--- src/rtl/fpse_pkg.sv ---
package fpse_pkg;

   typedef enum logic [1:0] {
      PRIV_U   = 2'd0,
      PRIV_S   = 2'd1,
      PRIV_RSV = 2'd2,
      PRIV_M   = 2'd3
   } priv_e;

   typedef enum logic [1:0] {
      SEL_MACH = 2'd0,
      SEL_HYP  = 2'd1,
      SEL_SUP  = 2'd2,
      SEL_NONE = 2'd3
   } regsel_e;

   // Number of enable layers held by the block.
   localparam int unsigned NUM_LAYERS = 3;

   typedef struct packed {
      logic allow;
      logic illegal;
      logic virt_fault;
   } verdict_t;

endpackage

--- src/rtl/fpse_enable_reg.sv ---
module fpse_enable_reg #(
   parameter int unsigned REG_W          = 64,
   parameter int unsigned FCSR_POS       = 1,
   parameter int unsigned ENVCFG_POS     = 62,
   parameter int unsigned STATEEN_POS    = 63,
   parameter bit          HAS_HALF_ALIAS = 1'b1
) (
   input  logic             clk,
   input  logic             rst_n,
   input  logic             wr_en,
   input  logic             wr_hi,
   input  logic [REG_W-1:0] wr_data,
   input  logic             fp_single_present,
   output logic [REG_W-1:0] q
);

   localparam int unsigned HALF_W = REG_W / 2;

   logic [REG_W-1:0] wmask;
   logic [REG_W-1:0] full_next;
   logic [REG_W-1:0] half_next;
   logic [REG_W-1:0] nxt;

   always_comb begin
      wmask              = '0;
      wmask[STATEEN_POS] = 1'b1;
      wmask[ENVCFG_POS]  = 1'b1;
      wmask[FCSR_POS]    = !fp_single_present;
   end

   assign full_next = (q & ~wmask) | (wr_data & wmask);

   generate
      if (HAS_HALF_ALIAS) begin : g_alias
         logic [REG_W-1:0] hmask;
         logic [REG_W-1:0] hdata;
         assign hmask     = {wmask[REG_W-1:HALF_W], {HALF_W{1'b0}}};
         assign hdata     = {wr_data[HALF_W-1:0], {HALF_W{1'b0}}};
         assign half_next = (q & ~hmask) | (hdata & hmask);
      end else begin : g_no_alias
         assign half_next = q;
      end
   endgenerate

   assign nxt = wr_hi ? half_next : full_next;

   always_ff @(posedge clk or negedge rst_n) begin
      if (!rst_n) begin
         q <= '0;
      end else if (wr_en) begin
         q <= nxt;
      end
   end

endmodule

--- src/rtl/fpse_eff_combine.sv ---
module fpse_eff_combine #(
   parameter int unsigned NL = 3
) (
   input  logic [NL-1:0] layer_bit,
   input  logic [NL-1:0] layer_used,
   output logic          eff
);

   logic [NL:0] chain;

   assign chain[0] = 1'b1;

   generate
      for (genvar l = 0; l < NL; l++) begin : g_layer
         assign chain[l+1] = chain[l] & (layer_bit[l] | ~layer_used[l]);
      end
   endgenerate

   assign eff = chain[NL];

endmodule

--- src/rtl/fpse_decide.sv ---
module fpse_decide
   import fpse_pkg::*;
(
   input  logic     valid,
   input  logic     is_csr,
   input  logic     has_f,
   input  logic     has_fx,
   input  logic     has_stateen,
   input  logic     priv_is_m,
   input  logic     virt_mode,
   input  logic     dbg_access,
   input  logic     fp_on,
   input  logic     eff_enable,
   output verdict_t verdict
);

   logic csr_bypass;
   logic no_gate;

   assign csr_bypass = is_csr & (dbg_access | fp_on);
   assign no_gate    = !has_stateen | priv_is_m;

   always_comb begin
      verdict = '0;
      if (valid) begin
         if (has_f) begin
            verdict.allow = 1'b1;
         end else if (!has_fx) begin
            verdict.illegal = 1'b1;
         end else if (csr_bypass || no_gate || eff_enable) begin
            verdict.allow = 1'b1;
         end else if (virt_mode) begin
            verdict.virt_fault = 1'b1;
         end else begin
            verdict.illegal = 1'b1;
         end
      end
   end

endmodule

--- src/rtl/fpse_gate.sv ---
module fpse_gate
   import fpse_pkg::*;
#(
   parameter int unsigned REG_W          = 64,
   parameter int unsigned FCSR_POS       = 1,
   parameter int unsigned ENVCFG_POS     = 62,
   parameter int unsigned STATEEN_POS    = 63,
   parameter bit          HAS_HALF_ALIAS = 1'b1
) (
   input  logic             clk,
   input  logic             rst_n,
   input  logic             wr_en,
   input  logic [1:0]       wr_sel,
   input  logic             wr_hi,
   input  logic [REG_W-1:0] wr_data,
   input  logic [1:0]       rd_sel,
   output logic [REG_W-1:0] rd_data,
   input  logic             chk_valid,
   input  logic             chk_csr,
   input  logic [1:0]       priv,
   input  logic             virt_mode,
   input  logic             has_stateen,
   input  logic             has_f,
   input  logic             has_fx,
   input  logic             has_s,
   input  logic             dbg_access,
   input  logic             fp_on,
   output logic             allow,
   output logic             fault_illegal,
   output logic             fault_virtual
);

   localparam int unsigned NL = NUM_LAYERS;

   generate
      if ((REG_W % 2) != 0 || REG_W < 4) begin : g_bad_width
         $error("fpse_gate: REG_W must be even and at least 4");
      end
      if (FCSR_POS >= REG_W || ENVCFG_POS >= REG_W || STATEEN_POS >= REG_W) begin : g_bad_pos
         $error("fpse_gate: bit positions must lie inside the register");
      end
      if (FCSR_POS == ENVCFG_POS || FCSR_POS == STATEEN_POS || ENVCFG_POS == STATEEN_POS) begin : g_dup_pos
         $error("fpse_gate: bit positions must be distinct");
      end
   endgenerate

   logic [NL-1:0][REG_W-1:0] layer_q;
   logic [NL-1:0]            layer_fcsr;
   logic [NL-1:0]            layer_used;
   logic                     eff_enable;
   priv_e                    priv_lvl;
   verdict_t                 verdict;

   assign priv_lvl = priv_e'(priv);

   generate
      for (genvar g = 0; g < NL; g++) begin : g_reg
         fpse_enable_reg #(
            .REG_W          (REG_W),
            .FCSR_POS       (FCSR_POS),
            .ENVCFG_POS     (ENVCFG_POS),
            .STATEEN_POS    (STATEEN_POS),
            .HAS_HALF_ALIAS (HAS_HALF_ALIAS)
         ) u_reg (
            .clk               (clk),
            .rst_n             (rst_n),
            .wr_en             (wr_en && (wr_sel == 2'(g))),
            .wr_hi             (wr_hi),
            .wr_data           (wr_data),
            .fp_single_present (has_f),
            .q                 (layer_q[g])
         );
         assign layer_fcsr[g] = layer_q[g][FCSR_POS];
      end
   endgenerate

   always_comb begin
      rd_data = '0;
      for (int i = 0; i < NL; i++) begin
         if (rd_sel == 2'(i)) rd_data = layer_q[i];
      end
   end

   // Machine layer always counts; hypervisor under virtualization;
   // supervisor for user mode on a hart with supervisor mode.
   assign layer_used[SEL_MACH] = 1'b1;
   assign layer_used[SEL_HYP]  = virt_mode;
   assign layer_used[SEL_SUP]  = (priv_lvl == PRIV_U) && has_s;

   fpse_eff_combine #(.NL(NL)) u_comb (
      .layer_bit  (layer_fcsr),
      .layer_used (layer_used),
      .eff        (eff_enable)
   );

   fpse_decide u_dec (
      .valid       (chk_valid),
      .is_csr      (chk_csr),
      .has_f       (has_f),
      .has_fx      (has_fx),
      .has_stateen (has_stateen),
      .priv_is_m   (priv_lvl == PRIV_M),
      .virt_mode   (virt_mode),
      .dbg_access  (dbg_access),
      .fp_on       (fp_on),
      .eff_enable  (eff_enable),
      .verdict     (verdict)
   );

   assign allow         = verdict.allow;
   assign fault_illegal = verdict.illegal;
   assign fault_virtual = verdict.virt_fault;

endmodule

--- config.mk ---
export PLATFORM = sky130hd
export DESIGN_NAME = fpse_gate
export DESIGN_NICKNAME = d
export VERILOG_FILES = /design/src/rtl/fpse_pkg.sv /design/src/rtl/fpse_enable_reg.sv /design/src/rtl/fpse_eff_combine.sv /design/src/rtl/fpse_decide.sv /design/src/rtl/fpse_gate.sv
export SDC_FILE = /design/constraint.sdc
export NUM_CORES = 1
export LEC_CHECK = 0
export CAP_MARGIN = 10
export CORE_AREA = 4 4 71 73
export CTS_CLUSTER_DIAMETER = 200
export DETAILED_ROUTE_END_ITERATION = 12
export DIE_AREA = 0 0 75 77
export MAX_ROUTING_LAYER = met4
export PLACE_DENSITY = 0.87
export SETUP_SLACK_MARGIN = 0.5
export SKIP_LAST_GASP = 1
export SLEW_MARGIN = 15
export SYNTH_ARGS = -nofsm -noshare
export SYNTH_HDL_FRONTEND = slang
export SYNTH_SLANG_ARGS = --single-unit
export TNS_END_PERCENT = 5
--- constraint.sdc ---
create_clock -name clk -period 1.5 [get_ports clk]
set_input_delay 0.15 -clock clk [delete_from_list [all_inputs] [get_ports clk]]
set_output_delay 0.15 -clock clk [all_outputs]
set_load 0.005 [all_outputs]
* After elaboration in Yosys (flattened, before gate mapping)
Index checks and enable logic that the tools add are counted.
** Word-level totals
- Flip-flop bits (word level) :: 192
- Logic and storage cells :: 55
** Cells by class
- Bitwise gates (word level) :: 20
- Reduce and logical (&&, ||, !) cells :: 11
- Multiplexer cells :: 16
- Equality and inequality tests :: 5
** Operators with widths (count)
- $mux 64 :: 6
- $and 64x64->64 :: 4
- $or 62x64->64 :: 3
- $or 64x64->64 :: 3
- $not 64->64 :: 1
- $mux 1 :: 7
- $eq 2x2->1 const B :: 3
- $logic_not 2->1 :: 3
- $eq 2x1->1 const B :: 2
- $logic_and 1x1->1 :: 4
- $mux 2 :: 2
- $or 1x1->1 :: 4
- $and 1x1->1 :: 3
- $mux 3 :: 1
- $logic_not 1->1 :: 2
- $logic_or 1x1->1 :: 2
- $not 1->1 :: 2

* Depth between registers and ports, before layout
Gate-level depths: netlist of run 1.
- Depth in word-level cells :: 10
- Mapped depth :: 3

* Hierarchy
A second synthesis of run 1 with hierarchy kept.
** Second synthesis, totals
- Cells, all modules :: 389
- Area total of the unflattened synthesis :: 3353.2 sq um
** By module, submodules not included
- fpse_enable_reg :: cells each 73, instances 3, seq. area each 75.1 sq um, area each 601.8 sq um
- fpse_gate :: cells each 156, instances 1, seq. area each 0.0 sq um, area each 1453.9 sq um
- fpse_decide :: cells each 10, instances 1, seq. area each 0.0 sq um, area each 72.6 sq um
- fpse_eff_combine :: cells each 4, instances 1, seq. area each 0.0 sq um, area each 21.3 sq um

* Worst setup path after synthesis of run 1
OpenSTA, ideal clock, no wires.
- Kind :: flip-flop to output port
- Start point :: register g_reg[2].u_reg.q[1]
- End point :: output port fault_virtual
- Path buffers :: 0
- Path slack :: 0.207 ns
- Cell stages (with the launch flop) :: 4
- Data arrival time :: 1.143 ns
- Data required time :: 1.350 ns
- Path through :: dfrtp_1 > nor4b_4 > nor2b_2 > a2111oi_2
** Between the ends
- Cells in the longest elaborated chain, start to end :: 7
** RTL lines
- from (decl) :: RTL line fpse_enable_reg.sv:14 : output logic [REG_W-1:0] q
- from (signal assigned) :: RTL line fpse_enable_reg.sv:51 : q <= nxt;
- $or 1x1->1 :: RTL line fpse_eff_combine.sv:15 : assign chain[l+1] = chain[l] & (layer_bit[l] | ~layer_used[l]);
- $and 1x1->1 :: RTL line fpse_eff_combine.sv:15
- $logic_or 1x1->1 :: RTL line fpse_decide.sv:30 : end else if (csr_bypass || no_gate || eff_enable) begin
- $mux 2 :: RTL line fpse_decide.sv:30
- $mux 1 :: RTL line fpse_decide.sv:28 : end else if (!has_fx) begin
- $mux 2 :: RTL line fpse_decide.sv:26 : if (has_f) begin
- $mux 3 :: RTL line fpse_decide.sv:25 : if (valid) begin
- to (decl) :: RTL line fpse_gate.sv:30 : output logic fault_virtual
No other way between the ends.

* Final worst setup path of run 1
Same ends and word-level chain as after synthesis.

==> results by group, run 1 <==
Run status
  • Status: finished with violations
  • Failing checks: setup timing

Power and ir drop
  • Net Sw Frac: 0.288
  • Combinational group share of total power: 0.359
  • Cell leakage power: 0.671 nW
  • Maximum VDD drop: 0.212 mV
  • Net switching power: 0.000266 W
  • Power share of the sequential group: 0.347
  • Pwr/cell area: 702 nW/um^2
  • Clock share of power: 0.294
  • Int Power: 0.000657 W

Logic synthesis
  • Synth unique cells: 23
  • Post-Synthesis Cells: 119
  • Count of flip-flops with a built-in enable after synthesis: 0
  • FFs w/ async S/R, synth: 1.00
  • Number of synthesized register bits: 9
  • Post-synthesis sequential area ratio: 0.221
  • Mean Syn Cell Area: 8.55 um^2
  • YS warnings: 0
  • Primary FF master, synth: dfrtp_1
  • Synth Cell Area: 1020 um^2

Placement
  • DP HPWL: 1860 um
  • Port bufs: 29
  • Final GP Congestion: 0.653
  • Cells after DPL: 209
  • Pre-CTS setup slack: -0.627 ns
  • DP Area: 1210 um^2

Critical path
  • FF-to-FF setup slack: 0.57 ns
  • Max stage delay on crit path: 0.40 ns
  • Worst-path fanout max: 2
  • Path depth of the worst reg2reg path: 2
  • Worst path required time: 1.35 ns
  • Crit path capture type: primary output
  • Crit path max-delay family: flip-flops
  • Critical path arrival: 1.47 ns
  • R2r startpoint: g_reg[2].u_reg.q[1]
  • WS Path Type: reg -> out
  • Worst-path cell with the longest stage delay: dfrtp_1
  • Critical-path cell list: nor4b_4, nor2b_2, a2111oi_4, buf_2
  • Worst Path Buf+Inv: 1
  • CP Launch Type: register
  • FF-to-FF End: g_reg[2].u_reg.q[1]

Route
  • Post-DR wirelength/cell: 9.59 um
  • Drt pass-1 iters: 4
  • DR DRC count: 0
  • Overall routed net length: 2060 um
  • First DRT Iteration DRCs: 20
  • Post-DRT Antenna Nets: 0
  • Via count: 739
  • Via density: 3.44

Floorplanning
  • Die Span Y: 77 um
  • Initial Util: 0.234
  • Num rows: 24
  • Die W: 75 um
  • Die area: 5780 um^2
  • Core Region: 4350 um^2
  • # IOs: 150

Global routing
  • Vias in the first global route: 694
  • Grt ovf: 0
  • Global-route wire length before repair: 2930 um
  • Total GRT Usage: 0.0671
  • Largest net degree at the start of global routing: 10
  • Antenna violations before repair: 0

Hold path
  • Min-Delay Path Class: in -> async

Layout
  • Final core utilization: 0.302
  • Ant diodes: 0
  • Fillers: 466
  • Max reg flops: 9
  • Largest registers: g.u_reg.q (9)
  • Final Non-Filler Cells: 215
  • Nets: 247
  • Finished Cell Area: 1320 um^2
  • Layout area overhead: 29.3%
  • Top reg by flops: g.u_reg.q
  • Share of cells above drive strength 1: 0.153

Clocking
  • CTS tree: yes
  • # clock sinks: 9
  • Worst skew pair latency: 0.23 ns
  • CTS Buf Count: 3
  • Clk slew on worst S/H paths: 0.04 ns
  • H-tree lvl count: 1
  • Clock Path Buffers: 2
  • Root Buffer Master: clkbuf_8

Timing
  • Final WS setup: -0.116 ns
  • Final Hold Viols: 0
  • Final count of negative-setup-slack endpoints: 5
  • Slew Limit Fails: 0
  • Fin crit period: 1.62 ns
  • Worst hold margin: 0.214 ns
  • Fmax: 619 MHz
  • RSZ-0062 raised after global routing: yes
  • Clk_skew: 0 ns
  • Tcrit/Tclk final: 1.08

Flow run
  • # Max-Cap Violations: 0
cell type report:
cell class / instances / area [um^2] / share of cell area
well taps: 52 / 65.1 / 0.0495
flip-flops and latches: 9 / 225 / 0.171
clock buffers: 4 / 45.0 / 0.0343
repair buffers: 41 / 384 / 0.292
multi-input cells: 109 / 596 / 0.453
layout by cell type (no fill, tap or decap), drive strengths merged, types with 2 or more instances in the layout:
cell / instances
nand2: 10
dlymetal6s2s: 4
o21ai: 8
dfrtp: 9
mux2i: 5
nand3b: 2
nor2b: 3
nor3: 2
conb: 61
mux2: 3
a21oi: 2
clkbuf: 4
nor3b: 2
buf: 14
clkdlybuf4s50: 22
nor2: 3
routing by layer:
metal / vias to the layer above / share of wire / track usage
li1: 360 / - / -
met1: 323 / 0.35 / 0.0736
met2: 50 / 0.51 / 0.110
met3: 6 / 0.11 / 0.00654
met4: 0 / 0.030 / 0.0480
met5: - / 0 / -
worst max-delay path by stage:
stage	from	endpoint	slack (ns)	cells after the start
after global routing	rd_sel[1]	rd_data[62]	-0.18	5
after CTS	g_reg[2].u_reg.q[1]	fault_virtual	-0.23	4
after detailed placement	priv[0]	fault_virtual	-0.63	5
final	g_reg[2].u_reg.q[1]	fault_virtual	-0.12	4
after floorplan	g_reg[2].u_reg.q[1]	fault_virtual	0.33	3
after global placement	priv[0]	fault_virtual	-0.51	5
repair_timing:
item	4_1_cts	5_1_grt
setup buffers	1	1
hold buffers	0	0
pin swaps	2	3
endpoints found under the setup margin	15	15
resized for setup	10	12
endpoints found under the hold margin	0	0
cells in the mapped netlist (2+ instances only):
cell	n	area [um^2]
nor2b_1	2	12.5
o21ai_0	8	40.0
mux2_1	3	33.8
a21oi_1	2	10.0
nand2_1	10	37.5
dfrtp_1	9	225
buf_4	61	458
mux2i_1	5	50.1
nor2_1	3	11.3
nand3b_1	2	15.0
nor3_1	2	10.0
through the flow:
step / power (W) / TNS, ns
6_report: 0.000923 / -0.415
3_3_place_gp: 0.000622 / -1.98
2_1_floorplan: 0.000565 / 0
4_1_cts: 0.000909 / -1.22
5_1_grt: 0.000984 / -0.800
3_5_place_dp: 0.000632 / -2.22
kinds of logic after synthesis:
| kind of cell | Yosys count | share of synthesized area |
|---|---|---|
| flops | 9 | 0.221 |
| simple gates | 26 | 0.154 |
| mux | 8 | 0.0824 |
| compound gates | 14 | 0.0886 |
| other cells | 1 | 0.00369 |
| buf+inv | 61 | 0.450 |
power groups by stage:
stage               registers (W)  clock network (W)  logic, W
global placement         0.000327                  0  0.000295
CTS                      0.000325           0.000277  0.000308
floorplan                0.000320                  0  0.000245
detailed placement       0.000328                  0  0.000303
global route             0.000326           0.000288  0.000370
finish                   0.000320           0.000271  0.000332
Power figures use the tool's default switching activity.
==> run 2: changes to the inputs <==
CORE_AREA = 4 4 69 71   (was 4 4 71 73)
DIE_AREA = 0 0 73 75   (was 0 0 75 77)
PLACE_DENSITY = 0.91   (was 0.87)
REMOVE_ABC_BUFFERS = 1   (was unset)
clock period = 2.1 ns   (was 1.5 ns; I/O delays follow)
==> run 2 against run 1 <==
  * The flow now finishes without violations
  * Cell area is 7.9% lower
  * Wire length is 5.2% lower
  * Register-to-register slack better by 0.59 ns
  * Clock-buffer cell count is the same
  * Sequential power fell by 26%
  * Critical path depth is 1 higher
  * Clock power shrank 27%
  * Cell count is 4.7% lower
  * Clock skew is the same
  * Combinational power fell by 42%
  * Hold slack improved by 0.056 ns
==> results by group, run 2 (same netlist as run 1, synthesis figures left out) <==
Layout
  • Leading cell type in the layout, fill and taps excluded: conb_1
  • Max reg flops: 9
  • Nets: 237
  • Most frequent cells in the layout: conb_1 (61), clkdlybuf4s50_1 (22), nand2_1 (10)
  • Finished Cell Area: 1210 um^2
  • Ant diodes: 0
  • Layout area overhead: 19.1%
  • Largest registers: g.u_reg.q (9)
  • Area taken by multi-input logic gates: 579 um^2
  • Register area: 225 um^2
  • Fillers: 457
  • Share of cells above drive strength 1: 0.0784
  • Top reg by flops: g.u_reg.q

Critical path
  • FF-to-FF setup slack: 1.16 ns
  • Critical path arrival: 1.58 ns
  • WS Path Type: in -> out
  • CP Launch Type: input pin
  • Worst-path fanout max: 4
  • Worst path required time: 1.89 ns
  • Path depth of the worst reg2reg path: 2
  • FF-to-FF End: g_reg[2].u_reg.q[1]
  • R2r startpoint: g_reg[2].u_reg.q[1]
  • Crit path capture type: primary output

Route
  • First DRT Iteration DRCs: 8
  • DR DRC count: 0
  • Post-DR wirelength/cell: 9.54 um
  • Via density: 3.46
  • Overall routed net length: 1960 um
  • Drt pass-1 iters: 5
  • Via count: 709
  • Post-DRT Antenna Nets: 0

Floorplanning
  • Die Span Y: 75 um
  • # IOs: 150
  • Core Region: 4230 um^2
  • Num rows: 24
  • Die area: 5480 um^2
  • Initial Util: 0.240
  • Die W: 73 um

Clocking
  • H-tree lvl count: 1
  • Clock Path Buffers: 2
  • Worst skew pair latency: 0.23 ns
  • Clk slew on worst S/H paths: 0.04 ns
  • CTS Buf Count: 3
  • # clock sinks: 9
  • Hold-fix buffers at CTS: 0
  • CTS tree: yes
  • Root Buffer Master: clkbuf_8

Flow run
  • # Max-Cap Violations: 0

Global routing
  • Vias in the first global route: 618
  • Global-route wire length before repair: 2670 um
  • Largest net degree at the start of global routing: 10
  • Total GRT Usage: 0.0643
  • Antenna violations before repair: 0
  • Grt ovf: 0

Power and ir drop
  • Pwr/cell area: 518 nW/um^2
  • Cell leakage power: 0.604 nW
  • Maximum VDD drop: 0.151 mV

Timing
  • Fin crit period: 1.79 ns
  • Slew Limit Fails: 0
  • Worst hold margin: 0.270 ns
  • Tcrit/Tclk final: 0.850
  • Final Hold Viols: 0
  • Clk_skew: 0 ns
  • RSZ-0062 raised after global routing: yes
  • Final WS setup: 0.315 ns
  • Final count of negative-setup-slack endpoints: 0
  • Fmax: 560 MHz

Placement
  • Pre-CTS setup slack: -0.176 ns
  • DP HPWL: 1760 um
  • Port bufs: 29
  • Final GP Congestion: 0.680
  • DP Area: 1150 um^2

Run status
  • Status: complete, no violations

Hold path
  • Min-Delay Path Class: in -> async
run 2: timing repair:
item                       4_1_cts  5_1_grt
buffers inserted                 1        0
pin swaps                        3        1
resized for setup               13        3
setup endpoints to repair        6        6
hold endpoints to repair         0        0
run 2: per-layer routing:
metal / global-route usage / routed length, um / vias to the layer above / part of all wire
met5: - / 0 / - / 0
met4: 0.0287 / 19 / 0 / 0.0097
met3: 0.0254 / 267 / 3 / 0.14
met2: 0.122 / 1120 / 47 / 0.57
met1: 0.0549 / 553 / 316 / 0.28
li1: - / - / 343 / -
run 2: area by class of cell:
cell class / count / share of cell area
multi-input combinational: 109 / 0.478
timing repair buffer: 31 / 0.245
sequential: 9 / 0.186
tap: 52 / 0.0537
clock buffer: 4 / 0.0372
run 2: report_power, final:
| part | total [W] | internal [W] | switching [W] |
|---|---|---|---|
| clock | 0.000199 | 0.000132 | 0.0000665 |
| sequential | 0.000236 | 0.000208 | 0.0000281 |
| combinational | 0.000193 | 0.000102 | 0.0000908 |
run 2: worst max path at each step:
stage | start | endpoint | slack (ns)
2_1_floorplan | g_reg[2].u_reg.q[1] | fault_virtual | 0.75
3_3_place_gp | priv[1] | fault_virtual | -0.12
3_5_place_dp | priv[1] | fault_virtual | -0.18
4_1_cts | g_reg[2].u_reg.q[1] | fault_virtual | 0.32
5_1_grt | rd_sel[1] | rd_data[1] | 0.24
6_report | rd_sel[1] | rd_data[1] | 0.31
run 2: stage by stage:
step / TNS [ns] / util / instances / power (W)
4_1_cts: 0 / 0.282 / 205 / 0.000625
3_5_place_dp: -0.202 / 0.271 / 200 / 0.000422
3_3_place_gp: -0.156 / 0.271 / 200 / 0.000414
5_1_grt: 0 / 0.286 / 205 / 0.000671
6_report: 0 / 0.286 / 205 / 0.000628
2_1_floorplan: 0 / - / 118 / 0.000321
run 2: worst max-delay path, stage by stage:
cell and delay, ns:
clkdlybuf4s50_1 0.52, nor2b_4 0.18, nand2_1 0.06, o21ai_0 0.08, clkdlybuf4s50_1 0.53
